===== src/rtl/tdm_pkg.sv =====
package tdm_pkg;
  // Phase of the generated bit clock
  typedef enum logic {
    BCLK_LOW  = 1'b0,
    BCLK_HIGH = 1'b1
  } bclk_phase_e;

  localparam int unsigned DEF_SLOTS       = 8;
  localparam int unsigned DEF_CH_PER_SLOT = 2;
  localparam int unsigned DEF_CH_W        = 16;
endpackage


===== src/rtl/tdm_bclk_gen.sv =====
module tdm_bclk_gen
  import tdm_pkg::*;
(
  input  logic clk,
  input  logic rst_n,
  input  logic mclk_en,
  output logic bclk,
  output logic fall_stb
);

  bclk_phase_e phase_q;
  bclk_phase_e phase_d;

  always_comb begin
    phase_d = phase_q;
    if (mclk_en) begin
      phase_d = (phase_q == BCLK_HIGH) ? BCLK_LOW : BCLK_HIGH;
    end
  end

  always_ff @(posedge clk or negedge rst_n) begin
    if (!rst_n) begin
      phase_q <= BCLK_LOW;
    end else begin
      phase_q <= phase_d;
    end
  end

  assign bclk     = (phase_q == BCLK_HIGH);
  // this cycle's enable takes the clock from high to low
  assign fall_stb = mclk_en && (phase_q == BCLK_HIGH);

endmodule


===== src/rtl/tdm_frame_ctr.sv =====
module tdm_frame_ctr #(
  parameter int unsigned FRAME_BITS = 256
) (
  input  logic clk,
  input  logic rst_n,
  input  logic fall_stb,
  output logic fsync,
  output logic frame_start
);

  localparam int unsigned PW = $clog2(FRAME_BITS);
  localparam logic [PW-1:0] LAST_POS  = PW'(FRAME_BITS - 1);
  localparam logic [PW-1:0] RESET_POS = PW'(FRAME_BITS - 2);

  logic [PW-1:0] pos_q, pos_d, pos_nx;
  logic          fsync_q, fsync_d;

  assign pos_nx = (pos_q == LAST_POS) ? '0 : pos_q + PW'(1);

  always_comb begin
    pos_d   = pos_q;
    fsync_d = fsync_q;
    if (fall_stb) begin
      pos_d   = pos_nx;
      // sync rides on the final bit of the outgoing frame
      fsync_d = (pos_nx == LAST_POS);
    end
  end

  always_ff @(posedge clk or negedge rst_n) begin
    if (!rst_n) begin
      pos_q   <= RESET_POS;
      fsync_q <= 1'b0;
    end else begin
      pos_q   <= pos_d;
      fsync_q <= fsync_d;
    end
  end

  assign fsync       = fsync_q;
  assign frame_start = fall_stb && (pos_q == LAST_POS);

endmodule


===== src/rtl/tdm_sample_hold.sv =====
module tdm_sample_hold #(
  parameter int unsigned SLOTS       = 8,
  parameter int unsigned CH_PER_SLOT = 2,
  parameter int unsigned CH_W        = 16
) (
  input  logic                                clk,
  input  logic                                rst_n,
  input  logic                                in_valid,
  input  logic [SLOTS*CH_PER_SLOT*CH_W-1:0]   in_data,
  input  logic [SLOTS*CH_PER_SLOT-1:0]        in_present,
  input  logic                                take,
  output logic                                in_ready,
  output logic                                full,
  output logic [SLOTS*CH_PER_SLOT*CH_W-1:0]   frame_vec
);

  localparam int unsigned SLOT_W     = CH_PER_SLOT * CH_W;
  localparam int unsigned CH         = SLOTS * CH_PER_SLOT;
  localparam int unsigned FRAME_BITS = SLOTS * SLOT_W;

  logic [FRAME_BITS-1:0] packed_vec;
  logic [FRAME_BITS-1:0] hold_q;
  logic                  full_q, full_d;
  logic                  accept;

  // frame order: slot 0 first, lower channel number in the upper half
  for (genvar s = 0; s < SLOTS; s++) begin : g_slot
    for (genvar p = 0; p < CH_PER_SLOT; p++) begin : g_half
      localparam int unsigned CIDX = s * CH_PER_SLOT + p;
      localparam int unsigned TOP  = FRAME_BITS - 1 - s * SLOT_W - p * CH_W;
      assign packed_vec[TOP -: CH_W] =
        in_present[CIDX] ? in_data[CIDX*CH_W +: CH_W] : '0;
    end
  end

  assign in_ready = !full_q || take;
  assign accept   = in_valid && in_ready;

  always_comb begin
    full_d = full_q;
    if (accept) begin
      full_d = 1'b1;
    end else if (take) begin
      full_d = 1'b0;
    end
  end

  always_ff @(posedge clk or negedge rst_n) begin
    if (!rst_n) begin
      full_q <= 1'b0;
    end else begin
      full_q <= full_d;
    end
  end

  // payload needs no reset: it is read only while full_q is set
  always_ff @(posedge clk) begin
    if (accept) begin
      hold_q <= packed_vec;
    end
  end

  assign full      = full_q;
  assign frame_vec = hold_q;

  logic unused_ok;
  assign unused_ok = ^CH;

endmodule


===== src/rtl/tdm_shifter.sv =====
module tdm_shifter #(
  parameter int unsigned FRAME_BITS = 256
) (
  input  logic                  clk,
  input  logic                  rst_n,
  input  logic                  fall_stb,
  input  logic                  load,
  input  logic                  load_ok,
  input  logic [FRAME_BITS-1:0] load_vec,
  output logic                  sdata,
  output logic                  underrun
);

  logic [FRAME_BITS-1:0] sh_q, sh_d, src;
  logic                  sd_q, sd_d;
  logic                  ur_q, ur_d;

  assign src = load_ok ? load_vec : '0;

  always_comb begin
    sh_d = sh_q;
    sd_d = sd_q;
    ur_d = 1'b0;
    if (fall_stb) begin
      if (load) begin
        sd_d = src[FRAME_BITS-1];
        sh_d = {src[FRAME_BITS-2:0], 1'b0};
        ur_d = !load_ok;
      end else begin
        sd_d = sh_q[FRAME_BITS-1];
        sh_d = {sh_q[FRAME_BITS-2:0], 1'b0};
      end
    end
  end

  always_ff @(posedge clk or negedge rst_n) begin
    if (!rst_n) begin
      sh_q <= '0;
      sd_q <= 1'b0;
      ur_q <= 1'b0;
    end else begin
      sh_q <= sh_d;
      sd_q <= sd_d;
      ur_q <= ur_d;
    end
  end

  assign sdata    = sd_q;
  assign underrun = ur_q;

endmodule


===== src/rtl/tdm_serializer.sv =====
module tdm_serializer #(
  parameter int unsigned SLOTS       = 8,
  parameter int unsigned CH_PER_SLOT = 2,
  parameter int unsigned CH_W        = 16
) (
  input  logic                              clk,
  input  logic                              rst_n,
  input  logic                              mclk_en,
  input  logic                              smp_valid,
  input  logic [SLOTS*CH_PER_SLOT*CH_W-1:0] smp_data,
  input  logic [SLOTS*CH_PER_SLOT-1:0]      smp_present,
  output logic                              smp_ready,
  output logic                              tdm_bclk,
  output logic                              tdm_fsync,
  output logic                              tdm_sdata,
  output logic                              underrun
);

  localparam int unsigned SLOT_W     = CH_PER_SLOT * CH_W;
  localparam int unsigned FRAME_BITS = SLOTS * SLOT_W;

  logic                  fall_stb;
  logic                  frame_start;
  logic                  hold_full;
  logic [FRAME_BITS-1:0] hold_vec;

  tdm_bclk_gen u_bclk (
    .clk      (clk),
    .rst_n    (rst_n),
    .mclk_en  (mclk_en),
    .bclk     (tdm_bclk),
    .fall_stb (fall_stb)
  );

  tdm_frame_ctr #(.FRAME_BITS(FRAME_BITS)) u_ctr (
    .clk         (clk),
    .rst_n       (rst_n),
    .fall_stb    (fall_stb),
    .fsync       (tdm_fsync),
    .frame_start (frame_start)
  );

  tdm_sample_hold #(
    .SLOTS       (SLOTS),
    .CH_PER_SLOT (CH_PER_SLOT),
    .CH_W        (CH_W)
  ) u_hold (
    .clk        (clk),
    .rst_n      (rst_n),
    .in_valid   (smp_valid),
    .in_data    (smp_data),
    .in_present (smp_present),
    .take       (frame_start),
    .in_ready   (smp_ready),
    .full       (hold_full),
    .frame_vec  (hold_vec)
  );

  tdm_shifter #(.FRAME_BITS(FRAME_BITS)) u_shift (
    .clk      (clk),
    .rst_n    (rst_n),
    .fall_stb (fall_stb),
    .load     (frame_start),
    .load_ok  (hold_full),
    .load_vec (hold_vec),
    .sdata    (tdm_sdata),
    .underrun (underrun)
  );

endmodule


===== config.mk =====
export PLATFORM = sky130hd
export DESIGN_NAME = tdm_serializer
export DESIGN_NICKNAME = d
export VERILOG_FILES = /design/src/rtl/tdm_pkg.sv /design/src/rtl/tdm_bclk_gen.sv /design/src/rtl/tdm_frame_ctr.sv /design/src/rtl/tdm_sample_hold.sv /design/src/rtl/tdm_shifter.sv /design/src/rtl/tdm_serializer.sv
export SDC_FILE = /design/constraint.sdc
export NUM_CORES = 1
export LEC_CHECK = 0
export ABC_CLOCK_PERIOD_IN_PS = 8620
export CAP_MARGIN = 20
export CORE_ASPECT_RATIO = 2
export CORE_UTILIZATION = 55
export CTS_CLUSTER_DIAMETER = 30
export DETAILED_ROUTE_END_ITERATION = 10
export PLACE_DENSITY = 0.76
export RECOVER_POWER = 25
export SYNTH_ARGS = -nofsm -noshare
export SYNTH_HDL_FRONTEND = slang
export SYNTH_SLANG_ARGS = --single-unit

===== constraint.sdc =====
create_clock -name clk -period 8.62 [get_ports clk]
set_input_delay 1.724 -clock clk [delete_from_list [all_inputs] [get_ports clk]]
set_output_delay 1.724 -clock clk [all_outputs]
set_load 0.01 [all_outputs]

==> results of run 1 <==
==> worst max-delay path by stage <==
stage                                         to  startpoint  cells after the start
2_1_floorplan  u_hold.frame_vec[0]$_SDFFCE_PN0P_     mclk_en                      4
3_3_place_gp                           smp_ready     mclk_en                      4
3_5_place_dp                           smp_ready     mclk_en                      4
4_1_cts                                smp_ready     mclk_en                      4
5_1_grt                                smp_ready     mclk_en                      4
6_report                               smp_ready     mclk_en                      4
==> worst register-to-register path: cells and delay by family (launching register included) <==
| kind | cells | cell delay [ns] |
|---|---|---|
| and+or+nand+nor | 2 | 0.93 |
| DFF | 1 | 0.59 |
| buffers and inverters | 1 | 0.59 |
| AOI/OAI and AO/OA | 1 | 0.47 |
| adders and majority gates | 1 | 0.26 |
==> flip-flops by register name, indices dropped and copies added, names as in the netlist <==
| register | flops |
|---|---|
| u_shift.underrun | 1 |
| u_shift.sdata | 1 |
| u_bclk.bclk | 1 |
| u_ctr.pos_q | 8 |
| u_ctr.fsync | 1 |
| u_hold.full | 1 |
| u_hold.frame_vec | 256 |
| u_shift.sh_q | 255 |
==> logic make-up (layout without fill, tap and decap cells) <==
logic type               count (synthesis)  in the layout  share of synthesized area (%)
adder cells (fa/ha/maj)                  2              2                         0.1177
XOR/XNOR                                 6              6                         0.2473
AND/OR/NAND/NOR                        535            535                          15.72
multiplexers                             1              1                        0.05297
other                                    0              6                              0
buffers and inverters                  105            396                          3.720
AO/OA/AOI/OAI                          267            267                          12.39
flip-flops                             524            524                          67.76
==> placed cells by master (no fill, tap or decap), types with 2 or more instances in the layout <==
cell	count
sky130_fd_sc_hd__buf_4	6
sky130_fd_sc_hd__a31oi_1	2
sky130_fd_sc_hd__bufinv_16	4
sky130_fd_sc_hd__clkinv_4	7
sky130_fd_sc_hd__inv_1	2
sky130_fd_sc_hd__nor2_1	2
sky130_fd_sc_hd__inv_6	9
sky130_fd_sc_hd__xnor2_1	3
sky130_fd_sc_hd__xor2_1	3
sky130_fd_sc_hd__and2_0	85
sky130_fd_sc_hd__ha_1	2
sky130_fd_sc_hd__nand3_1	6
sky130_fd_sc_hd__buf_12	3
sky130_fd_sc_hd__diode_2	6
sky130_fd_sc_hd__clkinv_2	5
sky130_fd_sc_hd__and2_1	426
sky130_fd_sc_hd__dfrtp_1	261
sky130_fd_sc_hd__nand4_1	4
sky130_fd_sc_hd__dlygate4sd3_1	13
sky130_fd_sc_hd__o21ai_0	4
sky130_fd_sc_hd__clkbuf_8	6
sky130_fd_sc_hd__clkinvlp_4	4
sky130_fd_sc_hd__o31ai_1	2
sky130_fd_sc_hd__and4_4	2
sky130_fd_sc_hd__clkbuf_1	9
sky130_fd_sc_hd__edfxtp_1	256
sky130_fd_sc_hd__nor4_1	2
sky130_fd_sc_hd__clkdlybuf4s50_1	266
sky130_fd_sc_hd__dfstp_2	7
sky130_fd_sc_hd__clkbuf_16	58
sky130_fd_sc_hd__a221o_1	255
sky130_fd_sc_hd__nand2_1	4
==> stage by stage <==
stage / hold WS (ns) / utilization, % / power (W) / worst slack (ns) / cell area, sq um
finish: 0.4559 / 68.29 / 0.005624 / 3.324 / 25980
global route: 0.4716 / 68.29 / 0.005819 / 3.216 / 25980
CTS: 0.4565 / 68.27 / 0.005685 / 3.482 / 25970
detailed placement: 0.4601 / 63.29 / 0.003252 / 3.508 / 24080
global placement: 0.4484 / 63.22 / 0.003228 / 3.538 / 24050
floorplan: 0.4428 / - / 0.003050 / 2.439 / 21260
==> layout make-up <==
cell class	count	area [sq um]	area share, %
Clock inverter	31	325.3	1.252
Clock buffer	73	1568	6.035
Multi-Input combinational cell	811	6073	23.38
Tap cell	515	644.4	2.481
Antenna cell	6	15.01	0.05780
Inverter	2	7.507	0.02890
Timing Repair Buffer	290	2940	11.32
Sequential cell	524	14400	55.45
==> where the power goes <==
group          internal, W  leakage [nW]  switching (W)
Sequential         0.00266          6.04      0.0000321
Clock              0.00142         0.921        0.00100
Combinational     0.000193          3.57       0.000313
==> metal layers <==
layer	GRT usage [%]	vias up	wire [microns]	part of all wire, %
met5	0	-	16	0.036
met4	10.09	2	1443	3.3
met3	3.550	94	2026	4.6
met2	39.06	357	22940	52
met1	29.41	6388	17700	40
li1	-	5864	-	-
==> impl_metrics.toml, run 1 <==
[sta]
final_max_tran_viols = 0
slew_at_the_pin_closest_to_its_max_slew_limit_ns = 1.182
report.final.setup_viol = 0
fin_crit_sh_pct = 61.44
timing.setup.tns_ns = 0
unrepaired_setup_endpoints_after_global_routing = "false"
clock.fmax_mhz = 188.8
number_of_hold_violations_in_the_final_report = 0
timing.clock.skew_ns = 0.02197
slew_headroom_pct = 21.18
post-route-min-period_ns = 5.296

[clocking]
cts-resized-gates = 0
clock_insertion_delay_worst_skew_ns = 0.58
postCtsSetupRepairBufs = 0
cts_inserted_buffers = 56
cts-root-buf = "sky130_fd_sc_hd__clkbuf_16"
cts_max_level = 2
cts_tree = "done"
cts-root-to-sink-buffers = 3
tritoncts_num_sinks = 524
clkTransAtPathRegs_ns = 0.07
cts_hold_repair.buffers = 0

[critical_path]
regToRegEndpoint = "u_hold.frame_vec[163]$_SDFFCE_PN0P_"
critical-path-max-stage-delay_ns = 0.62
critical_path_class = "in -> out"
crit-reg2reg-launch = "u_ctr.pos_q[1]$_DFFE_PN1P_"
path_buf_inv = 2
worstPathRequired_ns = 6.90
worstPathCellList = "dlygate4sd3_1 > nand2_1 > o31ai_1 > clkdlybuf4s50_1"
timing.critical_path.to_type = "output pin"
worst_ep_arrival_time_ns = 3.57
critical_path.max_fanout = 9
timing.critical_path.slowest_stage_cell = "sky130_fd_sc_hd__clkdlybuf4s50_1"
worstRegToRegCells = 5
cp-start-kind = "input port"
critical_path.top_delay_family = "buffers and inverters"
reg2reg_slack_ns = 5.08

[floorplanning]
die_area_sq_um = 39490
num_io_pins = 281
core_sq_um = 38040
rows = 101
floorplan.initialDensity_pct = 55.88
die_y_microns = 280.0
die_w_microns = 141.0

[final_layout]
layoutNonFillerInstCount = 2252
fillerInstances = 2625
area_delta_synth_final_pct = 22.20
layout-drive-gt1-share_pct = 6.817
finalNetCount = 1963

[hold_path]
holdCritStartpoint = "u_hold.frame_vec[0]$_SDFFCE_PN0P_"
worst_hold_path.endpoint = "u_shift.sh_q[1]$_DFFE_PN0P_"
min_path_type = "reg -> reg"
worst_hold_path.num_cells = 1

[placement]
port-buffer-count = 280
placed_cells_incl_taps = 2142
finalWeightedCongestion = 0.7840
hpwl_detailed_mm = 26.13

[routing]
drt_iter0_markers = 938
post-route-drc-count = 0
via_total_after_detailed_routing = 12710
first_pass_iters = 5
finalWirelength_mm = 44.13
post_drt_via_cell_ratio = 5.642
drt-wirelength-per-cell_microns = 19.60
ant_nets = 0

[logic_synthesis]
synth_seq_cells = 524
synth_sequential_area_ratio_pct = 67.76
synth_area_leaders = "sky130_fd_sc_hd__edfxtp_1, sky130_fd_sc_hd__dfrtp_1, sky130_fd_sc_hd__and2_1"
synth.lib_cells_used.distinct = 30
netlist.top_cell.by_area = "sky130_fd_sc_hd__edfxtp_1"
syn-num-nets = 1718
synth_async_sr_flop_share_pct = 51.15
post_synth_most_frequent_cells = "sky130_fd_sc_hd__and2_1, sky130_fd_sc_hd__dfrtp_1, sky130_fd_sc_hd__edfxtp_1, sky130_fd_sc_hd__a221o_1, sky130_fd_sc_hd__buf_6"
most_numerous_cell_in_the_yosys_netlist = "sky130_fd_sc_hd__and2_1"
yosysTopAreaCellShare_pct = 36.16
syn_area_sq_um = 21260
synthCells = 1440
synthFlopType = "sky130_fd_sc_hd__dfrtp_1"
number_of_enable_type_register_cells_in_the_synthesized_netlist = 256
avg_inst_size_synth_sq_um = 14.76
ys.warnings.count = 0

[pwr]
power_per_cell_area_nw_per_um2 = 216.5
static-leakage-power_nw = 10.53
peak_vdd_ir_mv = 0.2028

[grt]
global_route.usage.total_pct = 23.06
grt_pass1_vias = 13580
global_route.overflow_total = 0
grt_max_degree = 256
global_route_wire_length_before_repair_mm = 71.36
antenna_found_initial = 7

[run_status]
run_status = "finished, final reports clean"

[run]
timing.max_cap.violations = 0
Power figures use the tool's default switching activity.
==> run 2, diff against run 1 <==
ABC_CLOCK_PERIOD_IN_PS = 4830   (was 8620)
CORE_UTILIZATION = 50   (was 55)
PLACE_DENSITY = 0.72   (was 0.76)
clock period = 4.83 ns   (was 8.62 ns; I/O delays follow)
==> impl_metrics.toml, run 2 (synthesis gave the netlist of run 1 again) <==
[sta]
post-route-min-period_ns = 4.054
final_max_tran_viols = 91
slew_at_the_pin_closest_to_its_max_slew_limit_ns = 2.380
report.final.setup_viol = 0
number_of_hold_violations_in_the_final_report = 0
clock.fmax_mhz = 246.7
fin_crit_sh_pct = 83.94
unrepaired_setup_endpoints_after_global_routing = "false"
timing.setup.tns_ns = 0
slew_headroom_pct = -58.63
timing.clock.skew_ns = 0.03177

[hold_path]
min_path_type = "reg -> reg"
holdCritStartpoint = "u_hold.frame_vec[9]$_SDFFCE_PN0P_"
worst_hold_path.num_cells = 1
worst_hold_path.endpoint = "u_shift.sh_q[10]$_DFFE_PN0P_"

[grt]
grt_max_degree = 153
global_route.usage.total_pct = 21.57
antenna_found_initial = 6
global_route.overflow_total = 0
global_route_wire_length_before_repair_mm = 73.37
grt_pass1_vias = 13970

[final_layout]
max_ffs_per_register = 256
area_delta_synth_final_pct = 25.06
finalNetCount = 1983
layout-drive-gt1-share_pct = 8.456
regArea_sq_um = 14400
multi_input_area_sq_um = 6081
fillerInstances = 3103
layout_commonest_cell = "sky130_fd_sc_hd__and2_1"
highest_count_cells_in_the_layout_ignoring_fill_and_taps = "sky130_fd_sc_hd__and2_1, sky130_fd_sc_hd__clkdlybuf4s50_1, sky130_fd_sc_hd__dfrtp_1"
final_core_util_pct = 63.43

[routing]
ant_nets = 0
finalWirelength_mm = 45.48
drt-wirelength-per-cell_microns = 19.71
post-route-drc-count = 0
first_pass_iters = 5
via_total_after_detailed_routing = 12840
drt_iter0_markers = 734
post_drt_via_cell_ratio = 5.563

[clocking]
cts_hold_repair.buffers = 0
cts-root-to-sink-buffers = 3
clock_insertion_delay_worst_skew_ns = 0.58
cts_max_level = 3
cts-root-buf = "sky130_fd_sc_hd__clkbuf_16"
postCtsSetupRepairBufs = 0
tritoncts_num_sinks = 524
cts_tree = "done"
clkTransAtPathRegs_ns = 0.06
cts-resized-gates = 0
cts_inserted_buffers = 70

[critical_path]
path_buf_inv = 2
worstPathCellList = "dlygate4sd3_1 > nand2_4 > o31ai_1 > clkdlybuf4s50_1"
crit-reg2reg-launch = "u_ctr.pos_q[1]$_DFFE_PN1P_"
timing.critical_path.slowest_stage_cell = "sky130_fd_sc_hd__clkdlybuf4s50_1"
crit_path_start = "mclk_en"
critical_path.top_delay_family = "buffers and inverters"
reg2reg_slack_ns = 1.87
worstPathRequired_ns = 3.86
critical-path-max-stage-delay_ns = 0.64
critical_path_class = "in -> out"
critical_path.max_fanout = 43
worst_ep_arrival_time_ns = 3.09
regToRegEndpoint = "u_hold.frame_vec[83]$_SDFFCE_PN0P_"
worstRegToRegCells = 5
cp-start-kind = "input port"
timing.critical_path.to_type = "output pin"

[placement]
port-buffer-count = 280
finalWeightedCongestion = 0.7909
hpwl_detailed_mm = 27.65

[run_status]
run_status = "complete, but fails checks"
violations_in_the_final_reports = "capacitance limit, slew limit"

[floorplanning]
die_area_sq_um = 43390
num_io_pins = 281
floorplan.initialDensity_pct = 50.72
rows = 106
core_sq_um = 41910
die_w_microns = 147.8
die_y_microns = 293.6

[pwr]
p_int_w = 0.008251
switching_share_pct = 24.46
power_frac_clock_pct = 47.8
pwr-share-comb_pct = 8.1
peak_vdd_ir_mv = 0.3189
static-leakage-power_nw = 10.83
power_per_cell_area_nw_per_um2 = 410.8
switching_power_w = 0.002671
p_seq_share_pct = 44.1

[run]
timing.max_cap.violations = 1
## run 2: cell count changes in the layout (fill, tap and decap cells not counted), sizes merged
| cell | previous run | this run |
|---|---|---|
| clkinv | 13 | 18 |
| buf | 11 | 14 |
| inv | 12 | 21 |
| dlygate4sd3 | 13 | 8 |
| clkinvlp | 4 | 8 |
| clkdlybuf4s50 | 266 | 271 |
| bufinv | 4 | 6 |
| clkbuf | 73 | 81 |
## run 2: worst register-to-register path, stage by stage, from the launching register on
cell and delay, ns:
sky130_fd_sc_hd__dfstp_2 0.58, sky130_fd_sc_hd__ha_1 0.23, sky130_fd_sc_hd__nand3_1 0.22, sky130_fd_sc_hd__o31ai_1 0.54, sky130_fd_sc_hd__and2_4 0.55, sky130_fd_sc_hd__buf_4 0.47
## run 2: power groups by stage
stage	sequential (W)	combinational (W)	clock, W
final	0.00481	0.000886	0.00522
after global routing	0.00482	0.000978	0.00551
after CTS	0.00481	0.000902	0.00533
after detailed placement	0.00490	0.000899	0
after global placement	0.00489	0.000879	0
after floorplan	0.00488	0.000568	0
## run 2: cell type report
class,count,area share [%]
Clock inverter,51,2.104
Multi-Input combinational cell,811,22.87
Clock buffer,78,6.937
Inverter,2,0.02824
Sequential cell,524,54.18
Tap cell,540,2.542
Timing Repair Buffer,296,11.28
Antenna cell,6,0.05648
## run 2: stage by stage
step / total power (W) / setup WS (ns) / cells / hold slack, ns / area (sq um)
global placement: 0.005771 / 0.7909 / 2173 / 0.4520 / 24180
finish: 0.01092 / 0.7758 / 2308 / 0.4542 / 26580
global route: 0.01130 / 0.6182 / 2308 / 0.4771 / 26580
detailed placement: 0.005795 / 0.8469 / 2173 / 0.4623 / 24180
floorplan: 0.005444 / 0.7489 / 1440 / 0.4428 / 21260
CTS: 0.01104 / 0.8144 / 2302 / 0.4070 / 26590
## run 2: per-layer routing
layer / global-route usage, % / routed length (microns) / share of wire, % / up-vias
met5: 0 / 0 / 0 / -
met4: 9.178 / 1340 / 2.9 / 0
met3: 3.395 / 1941 / 4.3 / 82
met2: 37.57 / 23910 / 53 / 348
met1: 26.44 / 18290 / 40 / 6499
li1: - / - / - / 5911
## run 2: worst max-delay path by stage
stage	cells past startpoint	to	slack [ns]
after floorplan	4	u_hold.frame_vec[0]$_SDFFCE_PN0P_	0.75
after global placement	4	smp_ready	0.79
after detailed placement	4	smp_ready	0.85
after CTS	4	smp_ready	0.81
after global routing	4	smp_ready	0.62
final	4	smp_ready	0.78
==> run 3, diff against run 2 <==
ABC_CLOCK_PERIOD_IN_PS = 3400   (was 4830)
clock period = 3.4 ns   (was 4.83 ns; I/O delays follow)
==> impl_metrics.toml, run 3 (synthesis gave the netlist of run 1 again) <==
[sta]
report.final.setup_viol = 0
timing.clock.skew_ns = 0.02121
slew_headroom_pct = -35.44
number_of_hold_violations_in_the_final_report = 0
clock.fmax_mhz = 323.3
fin_hold_ws_ns = 0.4603
fin_crit_sh_pct = 90.98
final_max_tran_viols = 74
unrepaired_setup_endpoints_after_global_routing = "false"
timing.setup.tns_ns = 0
post-route-min-period_ns = 3.093
slew_at_the_pin_closest_to_its_max_slew_limit_ns = 2.032

[pwr]
static-leakage-power_nw = 10.95
power_per_cell_area_nw_per_um2 = 575.1
peak_vdd_ir_mv = 0.3544

[critical_path]
timing.critical_path.slowest_stage_cell = "sky130_fd_sc_hd__clkdlybuf4s50_1"
critical-path-max-stage-delay_ns = 0.58
path_buf_inv = 1
critical_path.max_fanout = 6
worstPathRequired_ns = 2.72
critical_path.top_delay_family = "buffers and inverters"
cp-start-kind = "flop"
critical_path_class = "reg -> out"
worstPathCellList = "ha_1 > nand3_2 > o31ai_4 > clkdlybuf4s50_1"
timing.critical_path.to_type = "output pin"
worst_ep_arrival_time_ns = 2.41

[grt]
grt_max_degree = 160
global_route.overflow_total = 0
global_route.usage.total_pct = 21.10
antenna_found_initial = 2
grt_pass1_vias = 13680
global_route_wire_length_before_repair_mm = 71.57

[clocking]
cts_inserted_buffers = 69
cts-root-to-sink-buffers = 3
cts_tree = "done"
clock_insertion_delay_worst_skew_ns = 0.57
cts-resized-gates = 0
tritoncts_num_sinks = 524
postCtsSetupRepairBufs = 0
clkTransAtPathRegs_ns = 0.06
cts-root-buf = "sky130_fd_sc_hd__clkbuf_16"
cts_hold_repair.buffers = 0
cts_max_level = 3

[run_status]
run_status = "complete, but fails checks"
violations_in_the_final_reports = "capacitance limit, slew limit"

[placement]
placed_cells_incl_taps = 2191
port-buffer-count = 280
finalWeightedCongestion = 0.7944
placement.cell_area_sq_um = 24470
hpwl_detailed_mm = 28.88

[run]
timing.max_cap.violations = 1

[hold_path]
min_path_type = "reg -> reg"

[final_layout]
layout_commonest_cell = "sky130_fd_sc_hd__and2_1"
final_cell_area_sq_um = 26770
area_delta_synth_final_pct = 25.93
highest_count_cells_in_the_layout_ignoring_fill_and_taps = "sky130_fd_sc_hd__and2_1, sky130_fd_sc_hd__clkdlybuf4s50_1, sky130_fd_sc_hd__dfrtp_1"
fillerInstances = 3118
max_ffs_per_register = 256
finalNetCount = 2000
layout-drive-gt1-share_pct = 9.162
layoutNonFillerInstCount = 2320

[floorplanning]
core_sq_um = 41910
die_y_microns = 293.6
die_w_microns = 147.8
num_io_pins = 281
floorplan.initialDensity_pct = 50.72
rows = 106
die_area_sq_um = 43390

[routing]
post-route-drc-count = 0
first_pass_iters = 5
finalWirelength_mm = 45.08
ant_nets = 0
drt_iter0_markers = 714
via_total_after_detailed_routing = 12850
drt-wirelength-per-cell_microns = 19.43
post_drt_via_cell_ratio = 5.540
run 3: cell types whose count changed in the layout (fill, tap and decap cells not counted), moves of 2 or more:
cell and change:
sky130_fd_sc_hd__buf_12 +9, sky130_fd_sc_hd__clkbuf_2 +2, sky130_fd_sc_hd__and2_0 -37, sky130_fd_sc_hd__inv_8 -4, sky130_fd_sc_hd__clkinvlp_4 -3, sky130_fd_sc_hd__and2_1 +37, sky130_fd_sc_hd__dlygate4sd3_1 -7, sky130_fd_sc_hd__diode_2 -5
sky130_fd_sc_hd__clkinv_2 +2, sky130_fd_sc_hd__buf_4 +3, sky130_fd_sc_hd__clkdlybuf4s50_1 +7, sky130_fd_sc_hd__clkinv_4 +4, sky130_fd_sc_hd__clkinv_1 -5, sky130_fd_sc_hd__clkbuf_1 +10
run 3: routing by layer:
layer  track usage [%]  wire length (microns)  vias up
li1                  -                      -     5954
met2             37.28                  23520      353
met3             3.457                   2190       89
met4             9.379                   1480        2
met1             25.12                  17880     6454
met5                 0                     14        -
run 3: cell type report:
| class | count | area, sq um | share of cell area (%) |
|---|---|---|---|
| timing repair buffer | 314 | 3227 | 12.05 |
| clock inverter | 44 | 478.0 | 1.786 |
| clock buffer | 84 | 1867 | 6.974 |
| inverter | 2 | 7.507 | 0.02805 |
| tap | 540 | 675.6 | 2.524 |
| antenna | 1 | 2.502 | 0.009348 |
| multi-input combinational | 811 | 6108 | 22.82 |
| sequential | 524 | 14400 | 53.80 |
run 3: path summary, 6_finish.rpt:
kind	startpoint	endpoint	slack (ns)	cells past startpoint
hold reg to reg	u_hold.frame_vec[43]$_SDFFCE_PN0P_	u_shift.sh_q[44]$_DFFE_PN0P_	0.46	1
max in group asynchronous	rst_n	u_shift.sh_q[206]$_DFFE_PN0P_	0.81	2
setup reg to reg	u_ctr.pos_q[1]$_DFFE_PN1P_	u_hold.frame_vec[129]$_SDFFCE_PN0P_	1.03	6
hold / removal	u_hold.frame_vec[43]$_SDFFCE_PN0P_	u_shift.sh_q[44]$_DFFE_PN0P_	0.46	1
min in group asynchronous	rst_n	u_shift.sh_q[182]$_DFFE_PN0P_	0.62	1
setup / recovery	u_ctr.pos_q[1]$_DFFE_PN1P_	smp_ready	0.31	4
run 3: metrics by stage:
| stage | utilization [%] | total power (W) | setup WS [ns] |
|---|---|---|---|
| after floorplan | - | 0.007757 | -0.08770 |
| after global placement | 58.39 | 0.008242 | 0.4914 |
| after detailed placement | 58.39 | 0.008278 | 0.4799 |
| after CTS | 63.98 | 0.01556 | 0.2600 |
| after global routing | 63.87 | 0.01595 | 0.1882 |
| final | 63.87 | 0.01539 | 0.3067 |
run 3: power breakdown:
part / leakage [nW] / internal [W] / switching, W
Clock: 1.14 / 0.00440 / 0.00285
Sequential: 6.04 / 0.00675 / 0.0000886
Combinational: 3.77 / 0.000521 / 0.000780
Total: 11.0 / 0.0117 / 0.00372
